[config.mk]
export PLATFORM = sky130hd
export DESIGN_NAME = fwd_unit
export DESIGN_NICKNAME = d
export VERILOG_FILES = /design/src/rtl/fwd_pkg.sv /design/src/rtl/fwd_hit.sv /design/src/rtl/fwd_pick.sv /design/src/rtl/fwd_opmux.sv /design/src/rtl/rf_bypass.sv /design/src/rtl/fwd_unit.sv
export SDC_FILE = /design/constraint.sdc
export NUM_CORES = 1
export LEC_CHECK = 0
export ABC_AREA = 1
export BUFFER_PORTS_ARGS = -buffer_cell sky130_fd_sc_hd__buf_2
export CAP_MARGIN = 20
export CORE_AREA = 3 3 137 139
export DETAILED_ROUTE_END_ITERATION = 7
export DIE_AREA = 0 0 140 142
export PLACE_DENSITY = 0.53
export SLEW_MARGIN = 0
export SYNTH_ARGS = -nofsm -noshare
export SYNTH_HDL_FRONTEND = slang
export SYNTH_SLANG_ARGS = --single-unit
[constraint.sdc]
create_clock -name vclk -period 2.8
set_input_delay 0.14 -clock vclk [all_inputs]
set_output_delay 0.14 -clock vclk [all_outputs]
set_load 0.02 [all_outputs]
[src/rtl/fwd_pkg.sv]
package fwd_pkg;
   typedef enum logic [1:0] {
      FSEL_RF  = 2'b00,
      FSEL_WB  = 2'b01,
      FSEL_MEM = 2'b10
   } fsel_e;
endpackage

[src/rtl/fwd_hit.sv]
module fwd_hit #(
   parameter int REG_W      = 5,
   parameter bit ZERO_GUARD = 1'b1
) (
   input  logic [REG_W-1:0] src,
   input  logic [REG_W-1:0] dst,
   input  logic             wen,
   output logic             hit
);
   logic same;
   assign same = (src == dst);

   generate
      if (ZERO_GUARD) begin : g_guard
         assign hit = wen && same && (dst != '0);
      end else begin : g_plain
         assign hit = wen && same;
      end
   endgenerate
endmodule

[src/rtl/fwd_pick.sv]
module fwd_pick
   import fwd_pkg::*;
#(
   parameter int REG_W      = 5,
   parameter bit ZERO_GUARD = 1'b1
) (
   input  logic [REG_W-1:0] src,
   input  logic [REG_W-1:0] mem_dst,
   input  logic             mem_wen,
   input  logic [REG_W-1:0] wb_dst,
   input  logic             wb_wen,
   output fsel_e            sel
);
   logic mem_hit;
   logic wb_hit;

   fwd_hit #(.REG_W(REG_W), .ZERO_GUARD(ZERO_GUARD)) u_mem_hit (
      .src(src), .dst(mem_dst), .wen(mem_wen), .hit(mem_hit)
   );
   fwd_hit #(.REG_W(REG_W), .ZERO_GUARD(ZERO_GUARD)) u_wb_hit (
      .src(src), .dst(wb_dst), .wen(wb_wen), .hit(wb_hit)
   );

   // younger producer first
   always_comb begin
      if (mem_hit)     sel = FSEL_MEM;
      else if (wb_hit) sel = FSEL_WB;
      else             sel = FSEL_RF;
   end
endmodule

[src/rtl/fwd_opmux.sv]
module fwd_opmux
   import fwd_pkg::*;
#(
   parameter int DATA_W = 32
) (
   input  fsel_e              sel,
   input  logic [DATA_W-1:0]  rf_val,
   input  logic [DATA_W-1:0]  mem_val,
   input  logic [DATA_W-1:0]  wb_val,
   output logic [DATA_W-1:0]  y
);
   always_comb begin
      unique case (sel)
         FSEL_MEM: y = mem_val;
         FSEL_WB:  y = wb_val;
         default:  y = rf_val;
      endcase
   end
endmodule

[src/rtl/rf_bypass.sv]
module rf_bypass #(
   parameter int DATA_W     = 32,
   parameter int REG_W      = 5,
   parameter bit ZERO_GUARD = 1'b1
) (
   input  logic [REG_W-1:0]  rd_idx,
   input  logic [DATA_W-1:0] rd_raw,
   input  logic [REG_W-1:0]  wr_idx,
   input  logic              wr_en,
   input  logic [DATA_W-1:0] wr_val,
   output logic [DATA_W-1:0] rd_val
);
   logic take_new;

   fwd_hit #(.REG_W(REG_W), .ZERO_GUARD(ZERO_GUARD)) u_hit (
      .src(rd_idx), .dst(wr_idx), .wen(wr_en), .hit(take_new)
   );

   assign rd_val = take_new ? wr_val : rd_raw;
endmodule

[src/rtl/fwd_unit.sv]
module fwd_unit
   import fwd_pkg::*;
#(
   parameter int DATA_W     = 32,
   parameter int REG_W      = 5,
   parameter int NUM_SRC    = 2,
   parameter bit ZERO_GUARD = 1'b1
) (
   input  logic [NUM_SRC-1:0][REG_W-1:0]  ex_src_reg,
   input  logic [NUM_SRC-1:0][DATA_W-1:0] ex_src_rfval,
   input  logic [REG_W-1:0]               mem_dst_reg,
   input  logic                           mem_wr_en,
   input  logic [DATA_W-1:0]              mem_result,
   input  logic [REG_W-1:0]               wb_dst_reg,
   input  logic                           wb_wr_en,
   input  logic [DATA_W-1:0]              wb_value,
   input  logic [NUM_SRC-1:0][REG_W-1:0]  id_src_reg,
   input  logic [NUM_SRC-1:0][DATA_W-1:0] id_rf_raw,
   output logic [NUM_SRC-1:0][DATA_W-1:0] id_src_val,
   output logic [NUM_SRC-1:0][1:0]        ex_fwd_sel,
   output logic [NUM_SRC-1:0][DATA_W-1:0] ex_operand
);
   localparam int NUM_REGS = 1 << REG_W;

   generate
      if (DATA_W < 1) begin : g_bad_data
         $error("fwd_unit: DATA_W must be at least 1");
      end
      if (REG_W < 1 || NUM_REGS < 2) begin : g_bad_reg
         $error("fwd_unit: REG_W must be at least 1");
      end
      if (NUM_SRC < 1) begin : g_bad_src
         $error("fwd_unit: NUM_SRC must be at least 1");
      end
   endgenerate

   generate
      for (genvar i = 0; i < NUM_SRC; i++) begin : g_src
         fsel_e sel_i;

         fwd_pick #(.REG_W(REG_W), .ZERO_GUARD(ZERO_GUARD)) u_pick (
            .src    (ex_src_reg[i]),
            .mem_dst(mem_dst_reg),
            .mem_wen(mem_wr_en),
            .wb_dst (wb_dst_reg),
            .wb_wen (wb_wr_en),
            .sel    (sel_i)
         );

         fwd_opmux #(.DATA_W(DATA_W)) u_mux (
            .sel    (sel_i),
            .rf_val (ex_src_rfval[i]),
            .mem_val(mem_result),
            .wb_val (wb_value),
            .y      (ex_operand[i])
         );

         rf_bypass #(.DATA_W(DATA_W), .REG_W(REG_W), .ZERO_GUARD(ZERO_GUARD)) u_byp (
            .rd_idx(id_src_reg[i]),
            .rd_raw(id_rf_raw[i]),
            .wr_idx(wb_dst_reg),
            .wr_en (wb_wr_en),
            .wr_val(wb_value),
            .rd_val(id_src_val[i])
         );

         assign ex_fwd_sel[i] = sel_i;
      end
   endgenerate
endmodule

After elaboration in Yosys (flattened, before gate mapping) --
Index checks and enable logic that the tools add are counted.
Word-level totals: register bits 0, logic and storage cells 32
Operators by class: equality and inequality tests 10, mux-type cells 8, reduce and logical (&&, ||, !) cells 14
Operators with widths (number):
- case mux 32 bit (2 select lines) | 2
- 2-to-1 mux 32 bit | 2
- == test 5 bit | 6
- logical AND 1 bit | 12
- nonzero test 5 bit | 2
- == test 2 x 1 -> 1 bit (second input constant) | 2
- == test 2 bit (second input constant) | 2
- 2-to-1 mux 2 bit | 2
- 2-to-1 mux 1 bit | 2

Longest topological paths before layout --
Gate-level depths: netlist of run 1.
word-level depth 7, gate-level depth with buffers 11, mapped depth without buffers 10

By module --
From an unflattened synthesis of run 1, not the netlist that was laid out.
Second synthesis, totals: cell total of the unflattened synthesis 790, area, all modules 3413.3 um^2
Modules (own cells, without submodules):
- fwd_opmux | times used 2, cells an instance 210, area an instance 878.3 um^2
- rf_bypass | times used 2, cells an instance 104, area an instance 491.7 um^2
- fwd_hit | times used 6, cells an instance 26, area an instance 106.4 um^2
- fwd_pick | times used 2, cells an instance 3, area an instance 17.5 um^2

Least setup slack after synthesis of run 1 --
OpenSTA, ideal clock, no wires.
kind input to output, from input wb_dst_reg[3], to output id_src_val[11] (netlist name), data arrival time 1.223 ns, required time 2.660 ns, slack 1.437 ns, cell stages on the path 7, cell sequence buf_4 -> xnor2_1 -> nand2_1 -> nor2_2 -> nand2_4 -> buf_6 -> o21ai_1
RTL lines:
- start, declared | RTL line fwd_unit.sv:14 | input logic [REG_W-1:0] wb_dst_reg,
- end, declared | RTL line fwd_unit.sv:19 | output logic [NUM_SRC-1:0][DATA_W-1:0] id_src_val,

==> results.md, run 1 <==
- Utilization after layout: 28.5%
- Wire length per cell: approximately 15 um
- Endpoints failing hold: 0
- Finished layout cell area: 5060 um^2
- Postcts setup bufs: 0
- Sw power: 508 uW
- Post-Synthesis Cells: 634
- Cts hold-fix bufs: 0
- Top-count cell post-synth: nand2_1
- Post-DP HPWL: 15.0 mm
- Initial antenna violation count: 0
- Crit start category: primary input
- Area leader, netlist: nand3_1
- Register area: 0 um^2
- Internal Power: 322 uW
- Combinational power share: 100.0%
- Ratio of cells with drive above 1 in the final layout: 47.3%
- Post-placement cell area: slightly above 5000 um^2
- Area grow syn2layout: 53.5%
- Initial Util: 18.6%
- Worst rel slew slack: 54.7%
- Min cycle time layout: between 1.5 and 2 ns
- # rows: 49
- Crit path DAT: 1.75 ns
- Pleak: 0.00311 uW
- Slew @ Worst Pin: approximately 0.68 ns
- WL final: between 15 and 20 mm
- Antenna diodes: 0
- Die outline area: 19,900 um^2
- Setup-failing EPs final: 0
- Largest net degree at the start of global routing: 65
- Drt first pass iters: 5
- WP data required: approximately 2.7 ns
- Leading post-synthesis cells by cell area: nand3_1 30%, nand2_1 24%, o21ai_2 14%, buf_6 9.9%, inv_1 6.3%
- Fmax: ~0.53 GHz
- Mean Syn Cell Area: 5.20 um^2
- Cts repair resizes: 0
- Synth cell types: 20
- Final Instance Count excl. Fillers: 1,181
- Tcrit/Tclk final: 67.3%
- Combined area of the multi-input logic cells: 2600 um^2
- Post-Syn Area: 3300 um^2
- Pwr dens: 164 nW/um^2
- RSZ-0062 raised after global routing: false
- Synth warn: 0
- Switching share of power: 61.2%
- Crit. Startpoint: wb_dst_reg[2]
- Setup_tns: 0 ns
- Initial drt markers: 253
- Clock network power share: 0%
- Filler instances: 2,100
- Post-Syn Nets: 858
- DR vias/cell: 4.54
- Max-slew violation count: 0
- Total track usage: 16.6%
- Final GP Congestion: 0.876
- Worst hold path stage count: 4
- Number of sequential cells: 0
- Status: complete, no violations
- Drt drc: 0
- DR vias: roughly 5,400
- Crit path capture type: output pin
- Hold Path End: id_src_val[22]
- Area share of the largest cell type after synthesis: 29.6%
- Die Height: 142 um
- GRT Residual Overflow: 0
- Nets: ~1,200
- Hold Path Class: primary input to output pin
- Clock buf count: 0
- Sequential share of power: 0%
- I/O Buffers: 356
- Die X: 140 um
- Total core area: ~18,000 um^2
- Max Fanout on Critical Path: 17
- Io pins: 356
- Vias in the first global route: 5,220
- Crit Path Class: primary input to output pin
- First-pass GRT wire length: about 27 mm
- Seq/Total Area, Yosys: 0%
- Placed Instances: 1,181
- Max IR drop VDD: 69.3 uV
- Number of max-cap violations: 0
- Antenna Violating Nets Remaining: 0
- Origin of the worst min-delay path: id_rf_raw[22]
- Most instantiated cells after synthesis: 214 x nand2_1, 195 x nand3_1, 55 x inv_1
[layout by cell type, fill, tap and decap left out, drive strengths merged]
cell	n
nor2	27
xnor2	7
nand3	196
nor3	2
a21oi	2
nand2	220
buf	367
inv	67
o21ai	64
[per-stage QoR]
stage	setup slack, ns	hold WS, ns	total power (uW)
after floorplan	1.44	0.426	473
after global placement	0.906	0.595	831
after detailed placement	0.894	0.601	832
after CTS	0.895	0.602	835
after global routing	0.706	0.615	910
final	0.914	0.601	830
[worst max-delay path by stage]
stage	endpoint	slack, ns	cells after the start
global placement	ex_operand[63]	0.91	11
CTS	ex_operand[60]	0.89	10
finish	ex_operand[51]	0.91	10
floorplan	id_src_val[11]	1.44	7
global route	ex_operand[48]	0.71	11
detailed placement	ex_operand[60]	0.89	10
[worst max-delay path, stage by stage]
cell     delay [ns]
buf_2          0.16
nor2_2         0.12
nand3_2        0.13
nand2_2        0.12
inv_1          0.05
nand2_2        0.32
buf_4          0.31
nand3_1        0.11
nand3_1        0.10
buf_2          0.17
[kinds of logic (layout without fill, tap and decap cells)]
kind of cell,count (synthesis),count (layout),share of synthesized area [%]
buffers and inverters,116,434,21.5
xor gates and xnor gates,7,7,1.86
AOI/OAI and AO/OA,66,66,16.2
and+or+nand+nor,445,445,60.5
[final cells by class]
type                            count  share of cell area [%]
Inverter                           67                    5.02
Multi-Input combinational cell    518                    51.3
Tap cell                          229                    5.66
Timing Repair Buffer              367                    38.1
[power by group through the flow]
stage | logic, uW | registers [uW] | clock network [uW]
after floorplan | 473 | 0 | 0
after global placement | 831 | 0 | 0
after detailed placement | 832 | 0 | 0
after CTS | 835 | 0 | 0
after global routing | 910 | 0 | 0
final | 830 | 0 | 0
[metal layers]
layer  global-route usage, %  part of all wire, %  vias up
li1                        -                    -     2695
met1                    21.4                   41     2401
met2                    30.6                   50      258
met3                    1.92                  7.5        8
met4                    2.14                 0.89        0
met5                       0                    0        -
(Power assumes the default switching activity.)
==> inputs of run 2 (changes only) <==
- clock period: 2.8 -> 1.8 ns (I/O delays scaled with it)
==> run 2 against run 1 <==
Via count about the same. Global-route usage shrank 0.25 points. Count of clock-buffer cells in the layout stayed put. Worst hold slack worse by 0.10 ns. Flip-flop and latch count stayed put. Worst setup slack got worse by 0.72 ns. Final area grew 2.0%. Utilization up 0.56 points. Final cell count is 0.42% higher. Largest cell class unchanged.
==> results.md, run 2 (synthesized netlist as in run 1, its figures left out) <==
- Tcrit/Tclk final: 89.2%
- Endpoints failing hold: 0 (unchanged)
- Min cycle time layout: between 1.5 and 2 ns
- Ratio of cells with drive above 1 in the final layout: 47.5% (+0.28 points)
- Crit start category: primary input
- Post-DP HPWL: 14.9 mm (-1.1%)
- Antenna Violating Nets Remaining: 0 (unchanged)
- Number of sequential cells: 0 (unchanged)
- Initial Util: 18.6% (unchanged)
- Wire length per cell: 15.1 um (-2.1%)
- Io pins: 356 (unchanged)
- Clock network power share: 0% (unchanged)
- Worst hold path stage count: 4 (unchanged)
- Clock buf count: 0 (unchanged)
- Switching share of power: 60.8% (-0.48 points)
- Max IR drop VDD: 96.7 uV (+40%)
- Crit path capture type: output pin
- Initial drt markers: 313 (+24%)
- RSZ-0062 raised after global routing: false
- DR vias/cell: 4.52 (-0.46%)
- Final Instance Count excl. Fillers: 1,186 (+0.42%)
- Nets: 1,183 (+0.42%)
- GRT Residual Overflow: 0 (unchanged)
- Fmax: 0.623 GHz
- Cts repair resizes: 0 (unchanged)
- First-pass GRT wire length: 27.1 mm (-1.6%)
- Hold Path End: id_src_val[0]
- Drt first pass iters: 5 (unchanged)
- # rows: 49 (unchanged)
- Status: complete, no violations
- Placed Instances: 1,186 (+0.42%)
- Combinational power share: 100.0% (about the same)
- Total track usage: 16.3% (-0.25 points)
- Max Fanout on Critical Path: 32 (+15)
- Origin of the worst min-delay path: id_rf_raw[0]
- Postcts setup bufs: 0 (unchanged)
- Area grow syn2layout: 56.5%
- Pwr dens: 251 nW/um^2 (+53%)
- DR vias: 5,360 (-0.037%)
- Pleak: 0.00315 uW (+1.5%)
- Cts hold-fix bufs: 0 (unchanged)
- Die outline area: 19,900 um^2 (unchanged)
- Crit path DAT: 1.52 ns (-0.23 ns)
- Final GP Congestion: 0.870 (-0.73%)
- Internal Power: 508 uW (+58%)
- Largest net degree at the start of global routing: 45 (-31%)
- Setup_tns: 0 ns (unchanged)
- Worst rel slew slack: 69.7% (+15 points)
- WP data required: 1.71 ns (-0.95 ns)
- Register area: 0 um^2 (unchanged)
- Crit Path Class: primary input to output pin
- Die Height: 142 um (unchanged)
- Combined area of the multi-input logic cells: 2600 um^2 (unchanged)
- Vias in the first global route: 5,086 (-2.6%)
- Filler instances: 2,116 (+0.76%)
- Initial antenna violation count: 0 (unchanged)
- Sequential share of power: 0% (unchanged)
- Hold Path Class: primary input to output pin
- Max-slew violation count: 0 (unchanged)
- Number of max-cap violations: 0 (unchanged)
- Setup ws final: 0.194 ns (-0.721 ns)
- WL final: 17.9 mm (-1.7%)
- Commonest cells after routing, fill and taps aside: 356 x buf_2, 212 x nand2_1, 195 x nand3_1, 55 x inv_1, 54 x o21ai_2
- Sw power: 786 uW (+55%)
- Die X: 140 um (unchanged)
- Worst slack, placed: 0.195 ns (-0.700 ns)
- Commonest non-fill, non-tap cell in the layout: buf_2
- Antenna diodes: 0 (unchanged)
- Drt drc: 0 (unchanged)
- I/O Buffers: 356 (unchanged)
- Setup-failing EPs final: 0 (unchanged)
- Slew @ Worst Pin: 0.454 ns (-0.224 ns)
- Total core area: 17,800 um^2 (unchanged)
## run 2: changes by cell type in the layout (fill, tap and decap cells not counted)
| cell | delta |
|---|---|
| buf_12 | +5 |
## run 2: routing by layer
layer	up-vias	wire (um)	global-route usage (%)
met5	-	0	0
met4	0	160	1.94
met3	12	1490	2.55
met2	235	8940	29.5
met1	2406	7330	21.2
li1	2707	-	-
## run 2: worst max-delay path by stage
stage | cells past startpoint | slack, ns | endpoint | start
after floorplan | 7 | 0.54 | id_src_val[11] | wb_dst_reg[3]
after detailed placement | 9 | 0.19 | ex_operand[28] | wb_dst_reg[2]
after global placement | 9 | 0.20 | ex_operand[28] | wb_dst_reg[2]
final | 10 | 0.19 | id_src_val[21] | wb_dst_reg[2]
after global routing | 11 | 0.003 | ex_operand[28] | wb_dst_reg[3]
after CTS | 9 | 0.20 | ex_operand[28] | wb_dst_reg[2]
## run 2: stage by stage
stage	instance area, um^2	utilization (%)	hold slack (ns)	total power [uW]
after floorplan	3300	-	0.326	736
after global placement	5160	29.0	0.496	1300
after detailed placement	5160	29.0	0.501	1300
after CTS	5160	29.0	0.501	1310
after global routing	5160	29.0	0.517	1420
final	5160	29.0	0.497	1290
## run 2: critical path, stage by stage
cell and delay (ns):
buf_2 0.16, nor2_2 0.13, nand3_2 0.13, inv_2 0.10, nor3_2 0.05, nand2_4 0.07, buf_4 0.38, nand2_1 0.12
o21ai_2 0.08, buf_2 0.18
## run 2: power groups by stage
stage          Sequential [uW]  Combinational, uW  Clock, uW
2_1_floorplan                0                736          0
6_report                     0               1290          0
5_1_grt                      0               1420          0
3_3_place_gp                 0               1300          0
3_5_place_dp                 0               1300          0
4_1_cts                      0               1310          0
## run 2: final cells by class
class,instances,share of cell area [%]
multi-input cells,518,50.3
inverters,67,4.92
well taps,229,5.55
repair buffers,372,39.3
